`src/rtl/xbar_seq_pkg.sv`:
```
package xbar_seq_pkg;
   typedef enum logic [1:0] {
      LV_ZERO = 2'b00,
      LV_HALF = 2'b01,
      LV_FULL = 2'b10
   } lvl_t;

   typedef enum logic [2:0] {
      PH_IDLE,
      PH_PRE,
      PH_SAMP,
      PH_GAP,
      PH_SENSE,
      PH_WRITE
   } phase_t;
endpackage

```
`src/rtl/xbar_seq_fsm.sv`:
```
module xbar_seq_fsm
   import xbar_seq_pkg::*;
#(
   parameter int PRE_CYC   = 2,
   parameter int SAMP_CYC  = 10,
   parameter int SENSE_CYC = 10,
   parameter int WR_CYC    = 10
) (
   input  logic   clk,
   input  logic   rst_n,
   input  logic   req_valid,
   input  logic   req_write,
   input  logic   req_skip,
   output phase_t phase,
   output logic   accept,
   output logic   rd_finish,
   output logic   wr_finish,
   output logic   precharge,
   output logic   s1_close,
   output logic   s2_close
);
   localparam int M1   = (PRE_CYC > SAMP_CYC) ? PRE_CYC : SAMP_CYC;
   localparam int M2   = (SENSE_CYC > WR_CYC) ? SENSE_CYC : WR_CYC;
   localparam int MAXC = (M1 > M2) ? M1 : M2;
   localparam int CW   = (MAXC < 2) ? 1 : $clog2(MAXC);

   generate
      if (PRE_CYC < 1 || SAMP_CYC < 1 || SENSE_CYC < 1 || WR_CYC < 1) begin : g_bad_len
         $error("xbar_seq_fsm: every phase length must be at least one cycle");
      end
   endgenerate

   logic [CW-1:0] cnt;
   logic          skip_q;
   logic          cnt_zero;

   assign cnt_zero  = (cnt == '0);
   assign accept    = (phase == PH_IDLE) && req_valid;
   assign rd_finish = (phase == PH_SENSE) && cnt_zero;
   assign wr_finish = (phase == PH_WRITE) && cnt_zero;
   assign precharge = (phase == PH_PRE);
   assign s1_close  = (phase == PH_SAMP);
   assign s2_close  = (phase == PH_SENSE);

   always_ff @(posedge clk or negedge rst_n) begin
      if (!rst_n) begin
         phase  <= PH_IDLE;
         cnt    <= '0;
         skip_q <= 1'b0;
      end else begin
         unique case (phase)
            PH_IDLE: begin
               if (req_valid) begin
                  skip_q <= req_skip;
                  if (req_write) begin
                     phase <= PH_WRITE;
                     cnt   <= CW'(WR_CYC - 1);
                  end else begin
                     phase <= PH_PRE;
                     cnt   <= CW'(PRE_CYC - 1);
                  end
               end
            end
            PH_PRE: begin
               if (cnt_zero) begin
                  if (skip_q) begin
                     phase <= PH_SENSE;
                     cnt   <= CW'(SENSE_CYC - 1);
                  end else begin
                     phase <= PH_SAMP;
                     cnt   <= CW'(SAMP_CYC - 1);
                  end
               end else begin
                  cnt <= cnt - 1'b1;
               end
            end
            PH_SAMP: begin
               if (cnt_zero) begin
                  phase <= PH_GAP;
               end else begin
                  cnt <= cnt - 1'b1;
               end
            end
            PH_GAP: begin
               phase <= PH_SENSE;
               cnt   <= CW'(SENSE_CYC - 1);
            end
            PH_SENSE, PH_WRITE: begin
               if (cnt_zero) begin
                  phase <= PH_IDLE;
               end else begin
                  cnt <= cnt - 1'b1;
               end
            end
            default: phase <= PH_IDLE;
         endcase
      end
   end

   // switches are break-before-make
   a_r5_never_both_closed: assert property (@(posedge clk) disable iff (!rst_n)
      !(s1_close && s2_close));
   a_r5_gap_before_sense: assert property (@(posedge clk) disable iff (!rst_n)
      $rose(s2_close) |-> !$past(s1_close));
   // sampling starts right after precharge
   a_r4_sample_after_precharge: assert property (@(posedge clk) disable iff (!rst_n)
      $rose(s1_close) |-> $past(precharge));
   // precharge keeps both switches open
   a_r3_precharge_switches_open: assert property (@(posedge clk) disable iff (!rst_n)
      precharge |-> (!s1_close && !s2_close));
endmodule

```
`src/rtl/xbar_line_bias.sv`:
```
module xbar_line_bias
   import xbar_seq_pkg::*;
#(
   parameter int N = 8,
   localparam int IW = (N < 2) ? 1 : $clog2(N)
) (
   input  logic [IW-1:0]  sel_idx,
   input  lvl_t           sel_lvl,
   input  lvl_t           oth_lvl,
   output logic [2*N-1:0] bias
);
   generate
      if (N < 2) begin : g_bad_n
         $error("xbar_line_bias: at least two lines are required");
      end
      for (genvar i = 0; i < N; i++) begin : g_line
         assign bias[2*i +: 2] = (sel_idx == IW'(i)) ? sel_lvl : oth_lvl;
      end
   endgenerate
endmodule

```
`src/rtl/xbar_sense_capture.sv`:
```
module xbar_sense_capture #(
   parameter bit SYNC_CMP = 1'b0
) (
   input  logic clk,
   input  logic rst_n,
   input  logic cmp_in,
   input  logic rd_finish,
   input  logic wr_finish,
   output logic done,
   output logic rd_bit
);
   logic cmp_use;

   generate
      if (SYNC_CMP) begin : g_sync
         logic cmp_q;
         always_ff @(posedge clk or negedge rst_n) begin
            if (!rst_n) cmp_q <= 1'b0;
            else        cmp_q <= cmp_in;
         end
         assign cmp_use = cmp_q;
      end else begin : g_direct
         assign cmp_use = cmp_in;
      end
   endgenerate

   always_ff @(posedge clk or negedge rst_n) begin
      if (!rst_n) begin
         done   <= 1'b0;
         rd_bit <= 1'b0;
      end else begin
         done <= rd_finish | wr_finish;
         if (rd_finish) rd_bit <= cmp_use;
      end
   end

   // done is a single-cycle pulse
   a_r7_done_one_cycle: assert property (@(posedge clk) disable iff (!rst_n)
      done |=> !done);
   // a write never alters the sensed bit
   a_r11_write_keeps_bit: assert property (@(posedge clk) disable iff (!rst_n)
      wr_finish |=> $stable(rd_bit));
endmodule

```
`src/rtl/xbar_read_seq.sv`:
```
module xbar_read_seq
   import xbar_seq_pkg::*;
#(
   parameter int ROWS      = 8,
   parameter int COLS      = 8,
   parameter int PRE_CYC   = 2,
   parameter int SAMP_CYC  = 10,
   parameter int SENSE_CYC = 10,
   parameter int WR_CYC    = 10,
   parameter bit SYNC_CMP  = 1'b0,
   localparam int RIW = (ROWS < 2) ? 1 : $clog2(ROWS),
   localparam int CIW = (COLS < 2) ? 1 : $clog2(COLS)
) (
   input  logic              clk,
   input  logic              rst_n,
   input  logic              req_valid,
   input  logic              req_write,
   input  logic [RIW-1:0]    req_row,
   input  logic [CIW-1:0]    req_col,
   input  logic              req_wdata,
   input  logic              req_skip,
   input  logic              cmp_in,
   output logic              busy,
   output logic [2*ROWS-1:0] wl_bias,
   output logic [2*COLS-1:0] bl_bias,
   output logic              rail_write,
   output logic              precharge,
   output logic              s1_close,
   output logic              s2_close,
   output logic              done,
   output logic              rd_bit
);
   phase_t         phase;
   logic           accept;
   logic           rd_finish;
   logic           wr_finish;
   logic [RIW-1:0] row_q;
   logic [CIW-1:0] col_q;
   logic           wdata_q;
   lvl_t           wl_sel, bl_sel, oth;

   xbar_seq_fsm #(
      .PRE_CYC  (PRE_CYC),
      .SAMP_CYC (SAMP_CYC),
      .SENSE_CYC(SENSE_CYC),
      .WR_CYC   (WR_CYC)
   ) u_fsm (
      .clk      (clk),
      .rst_n    (rst_n),
      .req_valid(req_valid),
      .req_write(req_write),
      .req_skip (req_skip),
      .phase    (phase),
      .accept   (accept),
      .rd_finish(rd_finish),
      .wr_finish(wr_finish),
      .precharge(precharge),
      .s1_close (s1_close),
      .s2_close (s2_close)
   );

   always_ff @(posedge clk or negedge rst_n) begin
      if (!rst_n) begin
         row_q   <= '0;
         col_q   <= '0;
         wdata_q <= 1'b0;
      end else if (accept) begin
         row_q   <= req_row;
         col_q   <= req_col;
         wdata_q <= req_wdata;
      end
   end

   always_comb begin
      wl_sel = LV_ZERO;
      bl_sel = LV_ZERO;
      oth    = LV_ZERO;
      unique case (phase)
         PH_SAMP, PH_GAP: begin
            wl_sel = LV_HALF;
            oth    = LV_HALF;
         end
         PH_SENSE: begin
            wl_sel = LV_FULL;
            oth    = LV_HALF;
         end
         PH_WRITE: begin
            wl_sel = wdata_q ? LV_FULL : LV_ZERO;
            bl_sel = wdata_q ? LV_ZERO : LV_FULL;
            oth    = LV_HALF;
         end
         default: ;
      endcase
   end

   xbar_line_bias #(.N(ROWS)) u_wl (
      .sel_idx(row_q),
      .sel_lvl(wl_sel),
      .oth_lvl(oth),
      .bias   (wl_bias)
   );

   xbar_line_bias #(.N(COLS)) u_bl (
      .sel_idx(col_q),
      .sel_lvl(bl_sel),
      .oth_lvl(oth),
      .bias   (bl_bias)
   );

   xbar_sense_capture #(.SYNC_CMP(SYNC_CMP)) u_cap (
      .clk      (clk),
      .rst_n    (rst_n),
      .cmp_in   (cmp_in),
      .rd_finish(rd_finish),
      .wr_finish(wr_finish),
      .done     (done),
      .rd_bit   (rd_bit)
   );

   assign busy       = (phase != PH_IDLE);
   assign rail_write = (phase == PH_WRITE);

   // write biasing keeps the sense path disconnected
   a_r9_write_switches_open: assert property (@(posedge clk) disable iff (!rst_n)
      rail_write |-> (!s1_close && !s2_close && !precharge));
   // an accepted read starts with precharge
   a_r3_read_starts_precharge: assert property (@(posedge clk) disable iff (!rst_n)
      (accept && !req_write) |=> precharge);
   // a request while busy does not disturb the latched address
   a_r2_busy_ignores_request: assert property (@(posedge clk) disable iff (!rst_n)
      (busy && req_valid) |=> ($stable(row_q) && $stable(col_q) && $stable(wdata_q)));
endmodule

```
`config.mk`:
```
export PLATFORM = sky130hd
export DESIGN_NAME = xbar_read_seq
export DESIGN_NICKNAME = d
export VERILOG_FILES = /design/src/rtl/xbar_seq_pkg.sv /design/src/rtl/xbar_seq_fsm.sv /design/src/rtl/xbar_line_bias.sv /design/src/rtl/xbar_sense_capture.sv /design/src/rtl/xbar_read_seq.sv
export SDC_FILE = /design/constraint.sdc
export NUM_CORES = 1
export LEC_CHECK = 0
export BUFFER_PORTS_ARGS = -buffer_cell sky130_fd_sc_hd__buf_4
export CAP_MARGIN = 20
export CORE_UTILIZATION = 48
export DETAILED_ROUTE_END_ITERATION = 7
export GPL_TIMING_DRIVEN = 1
export HOLD_SLACK_MARGIN = 0.1
export PLACE_DENSITY = 0.8
export SYNTH_ARGS = -nofsm -noshare
export SYNTH_HDL_FRONTEND = slang
export SYNTH_SLANG_ARGS = --single-unit
```
`constraint.sdc`:
```
create_clock -name clk -period 2.15 [get_ports clk]
set_input_delay 0.3225 -clock clk [delete_from_list [all_inputs] [get_ports clk]]
set_output_delay 0.3225 -clock clk [all_outputs]
set_load 0.02 [all_outputs]
```
# Word level (Yosys, flattened, before mapping)

Cells that the tools add are included.

Word-level logic and storage cells: 83
Input bits: 13
Output and inout port bits: 39
Bits in registers: 17

Bitwise operators: 1
$add $sub $neg: 1
Muxes and demuxes: 33
Equality and inequality tests: 24
Reduce and logical (&&, ||, !) cells: 16

Operators by type and width:

| kind                | number |
|---|---|
| $mux 2              | 19 |
| $eq 3x3->1 const B  | 10 |
| $eq 3x2->1 const B  | 6 |
| $mux 3              | 6 |
| $mux 4              | 4 |
| $pmux 4 s4          | 1 |
| $pmux 3 s5          | 1 |
| $eq 3x1->1 const B  | 3 |
| $logic_not 3->1     | 3 |
| $ne 2x1->1 const B  | 3 |
| $pmux 2 s3          | 1 |
| $logic_not 4->1     | 1 |
| $ne 2x2->1 const B  | 2 |
| $reduce_and 4->1    | 1 |
| $reduce_bool 4->1   | 1 |
| $reduce_or 2->1     | 2 |
| $reduce_or 4->1     | 1 |
| $sub 4x1->4 const B | 1 |
| $logic_and 1x1->1   | 3 |
| $reduce_and 3->1    | 1 |
| $reduce_bool 3->1   | 1 |
| $reduce_or 3->1     | 1 |
| $reduce_and 2->1    | 1 |
| $mux 1              | 1 |
| $or 1x1->1          | 1 |

# Logic depth before layout (Yosys ltp)

Depth after elaboration: 4
Gate-level depth with buffers: 7
Mapped depth without buffers: 7

# Hierarchy

A second synthesis with hierarchy kept.

Cells, all modules: 138
Area, all modules: 1516.5 µm²

Modules (own cells, without submodules):

| module             | cells an instance | sequential area each (µm²) | instances | area an instance (µm²) |
|---|---|---|---|---|
| xbar_seq_fsm       | 62                | 200.2                      | 1         | 584.3 |
| xbar_line_bias     | 24                | 0.0                        | 2         | 250.2 |
| xbar_read_seq      | 24                | 175.2                      | 1         | 360.3 |
| xbar_sense_capture | 4                 | 50.0                       | 1         | 71.3 |

# Worst setup path after synthesis

No wires, ideal clock.

Path type: reg-to-output
Start: reg u_fsm.phase[2]
End: out bl_bias[3]
Setup slack: 0.324 ns
Required time: 1.827 ns
Arrival: 1.503 ns
Path buffers: 1
Stages on the path, launching flop included: 6
Cell sequence: dfrtp_1 -> buf_4 -> nand3_1 -> inv_1 -> nand3_1 -> nor3_1

Word-level cells in the longest chain between the ends: 3

Ends and longest elaborated chain:

| what                   | RTL line             | text |
|---|---|---|
| start, declared        | xbar_seq_fsm.sv:14   | `output phase_t phase,` |
| start signal, assigned | xbar_seq_fsm.sv:47   | `phase <= PH_IDLE;` |
| start signal, assigned | xbar_seq_fsm.sv:56   | `phase <= PH_WRITE;` |
| start signal, assigned | xbar_seq_fsm.sv:59   | `phase <= PH_PRE;` |
| $eq 3x3->1             | --                   |  |
| named net rail_write   | xbar_read_seq.sv:26  | `output logic rail_write,` |
| $mux 2                 | xbar_read_seq.sv:78  | `unique case (phase)` |
| $mux 2                 | xbar_line_bias.sv:17 | `assign bias[2*i +: 2] = (sel_idx == IW'(i)) ? sel_lvl : oth_lvl;` |
| end, declared          | xbar_read_seq.sv:25  | `output logic [2*COLS-1:0] bl_bias,` |

The timed path passes the listed nets, and every way through them passes these cells.

# Worst setup path in the final report

Start: reg u_fsm.phase[2]
End: out wl_bias[9]

Word-level cells in the longest chain between the ends: 4
Elaborated cells on any way between the ends: 7
Those cells by class: 4 x eq/ne; 2 x mux; 1 x reduce/logical

Ends and longest elaborated chain:

| what            | RTL line             | text |
|---|---|---|
| $eq 3x2->1      | xbar_read_seq.sv:78  |  |
| $reduce_or 2->1 | xbar_read_seq.sv:78  |  |
| $pmux 2 s3 *    | xbar_read_seq.sv:78  |  |
| $mux 2 *        | xbar_line_bias.sv:17 |  |
| end, declared   | xbar_read_seq.sv:24  | `output logic [2*ROWS-1:0] wl_bias,` |

Mark *: on every way between the ends. The rest lies on a longest branch, timed or not.

==> run_results.csv <==
group,metric,value,unit
layout,fin_nets,230,
sta,tightest_slew,516.7,ps
sta,finClkSkew,1.018,ps
job,max_cap_violations,0,
worst_setup_path,crit_path_end_kind,"output pin",
placed_design,numPortBuffers,51,
worst_setup_path,critical_path_class,"reg -> out",
worst_setup_path,cp_data_arrival_time,1690,ps
worst_setup_path,required,1830,ps
synthesis,synth-main-ff-cell,"dfrtp_1",
min_path,hp-start,"req_row[2]",
sta,rsz0062_at_grt,"false",
drt,drtIter0Drc,46,
drt,vias,1364,
die,fp.coreArea,2477,um^2
die,io_pins,52,
clock_tree,cts_root_buffer,"clkbuf_4",
pwr,p_leak,0.8069,nW
layout,diodes,0,
synthesis,ys_seq_elements,17,
clock_tree,numCtsBuffers,3,
layout,post_route_cells_drive_above_1_share,33.95,%
synthesis,netlist.area_leader.share,33.63,%
clock_tree,cts_tree,"yes",
synthesis,yosys_warnings,0,
worst_setup_path,reg2reg_to,"u_fsm.cnt[3]",
run_status,outcome,"completed",
worst_setup_path,path_max_fanout,15,
die,fp.dieH,53.34,um
synthesis,synth_nets,178,
synthesis,async_flop_share,100.0,%
die,std_cell_rows,18,
synthesis,synthMostInstantiatedCell,"nor2_1",
sta,slew_headroom,65.29,%
sta,timing_hold_violations_final,0,
die,initial_utilization,51.06,%
clock_tree,clock-sinks,17,
global_routing,track_usage,25.15,%
synthesis,synth_largest_area_cell,"dfrtp_1",
drt,viasPerCell,5.567,
min_path,hp-class,"in -> reg",
drt,first_pass_iters,4,
sta,max_freq,497.2,MHz
synthesis,yosys-top-cells-count,"nor2_1 (39), nand2_1 (19), dfrtp_1 (17)",
die,die-area,2845,um^2
clock_tree,clk-insertion-delay-late,290,ps
drt,drc,0,
worst_setup_path,cp-endpoint,"wl_bias[9]",
sta,whs,231.1,ps
placed_design,place.gp.congestion,0.8456,
synthesis,synth_area_leaders,"dfrtp_1 (34%), nor2_1 (12%), nand2_1 (5.6%)",
sta,fin_crit_sh,93.55,%
drt,drtAntennaViolNets,0,
global_routing,grt_pass1_vias,1216,
drt,wirelength,3365,um
worst_setup_path,critPathMaxStageDelay,550,ps
synthesis,avgSynthCellArea,7.713,um^2
synthesis,syn-cell-area,1265,um^2
die,dieWidth,53.34,um
layout,fillers,221,
drt,wl_per_cell,13.73,um
sta,drv_slew,0,
clock_tree,htree_num_levels,1,
global_routing,grt_max_degree,18,
synthesis,synth_edf_count,0,
clock_tree,path_clk_slew,100,ps
layout,area_delta_synth_final,34.32,%
worst_setup_path,ff2ff_path_depth,7,
global_routing,grt_pass1_wl,5313,um
worst_setup_path,r2r_setup_slack,290,ps
global_routing,grt_antenna_before_repair,0,
sta,setup_tns,0,ps
global_routing,grt.overflow.total,0,
worst_setup_path,reg2reg_from,"u_fsm.cnt[0]",
placed_design,hpwl,2566,um
worst_setup_path,crit_chain,"nand2_1, a21oi_1, nand2_1, nor3_1, buf_4",
synthesis,synth_cells,164,
worst_setup_path,crit_path_frequent_cell,"nand2_1",
sta,min_period,2011,ps
synthesis,ys_types,44,
worst_setup_path,cpMaxStageDelayCell,"dfrtp_2",
worst_setup_path,start_kind,"flop",
pwr,ir_drop,1324,uV
sta,setup_viol,0,
clock_tree,clk_path_buf_depth,2,
pwr,p_per_area,1818,nW/um^2
worst_setup_path,cp-startpoint,"u_fsm.phase[2]",
synthesis,ys_seq_area_share,33.63,%
-- repair_timing --
action                                  4_1_cts  5_1_grt
endpoints found under the setup margin        0       11
resized for setup                             0        2
buffers inserted                              0        1
endpoints found under the hold margin        17        0
hold buffers                                  1        0
-- per-stage QoR --
step | utilization (%) | cell area [um^2] | std cells | setup WS [ps] | total power, mW
after CTS | 68.18 | 1689 | 244 | 9.789 | 3.066
after detailed placement | 66.67 | 1652 | 239 | 171.2 | 2.885
after floorplan | - | 1265 | 164 | 324.1 | 2.161
after global placement | 66.67 | 1652 | 239 | 280.8 | 2.812
final | 68.59 | 1699 | 245 | 138.7 | 3.089
after global routing | 68.59 | 1699 | 245 | 66.71 | 3.324
-- placed cells by master, fill, tap and decap left out, types with 2 or more instances in the layout --
master    instances
o21ai_0          14
clkbuf_4          3
dfrtp_1          15
nor3_1            9
nand2b_1          3
a31oi_1           4
nor2b_1           2
nor2_1           39
buf_4            55
inv_1             8
a211oi_1          2
a21oi_1           3
and2_1            2
dfrtp_2           2
nand3_1           2
nand2_1          19
mux2_2            4
-- cells by family (layout without fill, tap and decap cells) --
family	count (synthesis)	in the layout	synth area share, %
compound gates	37	37	20.57
xor+xnor	2	2	1.979
flops	17	17	33.63
fa+ha+maj	1	1	0.9890
mux	6	6	5.242
buf+inv	18	69	7.121
simple gates	83	83	30.47
-- per-layer routing --
metal  GRT usage, %  wire [um]  up-vias
li1               -          -      661
met1          32.75       1497      643
met2          44.38       1655       54
met3          2.299        181        6
met4          5.263         30        0
met5              0          0        -
-- where the power goes --
group          total, mW  switching [mW]  internal (mW)
Clock              0.173           0.104         0.0691
Sequential         0.745           0.273          0.472
Combinational       2.17            1.25          0.917
-- worst min path at each step --
stage | endpoint | slack, ps | cells after the start
global route | wdata_q | 240 | 3
floorplan | col_q[0] | 30 | 0
detailed placement | u_fsm.cnt[1] | 200 | 1
CTS | row_q[2] | 230 | 3
global placement | u_fsm.cnt[1] | 200 | 1
finish | row_q[2] | 230 | 3
-- flip-flops by register name, indices dropped and copies added, names as in the netlist --
signal / count
u_fsm.phase: 3
u_fsm.cnt: 4
u_cap.rd_bit: 1
u_cap.done: 1
u_fsm.skip_q: 1
col_q: 3
row_q: 3
wdata_q: 1
-- cell type report --
cell class	instances	area (um^2)	area share, %
Clock buffer	3	22.52	1.325
Multi-Input combinational cell	129	749.5	44.11
Sequential cell	17	427.9	25.18
Inverter	9	33.78	1.988
Clock inverter	1	5.005	0.2946
Tap cell	30	37.54	2.209
Timing Repair Buffer	56	422.9	24.89
-- worst max-delay path: cells and delay by family (launching register included) --
kind / cells / cell delay [ps]
buffers and inverters: 1 / 170
AOI/OAI and AO/OA: 1 / 250
DFF: 1 / 550
and+or+nand+nor: 3 / 440
Note: power is estimated with default switching activity, not from simulation.
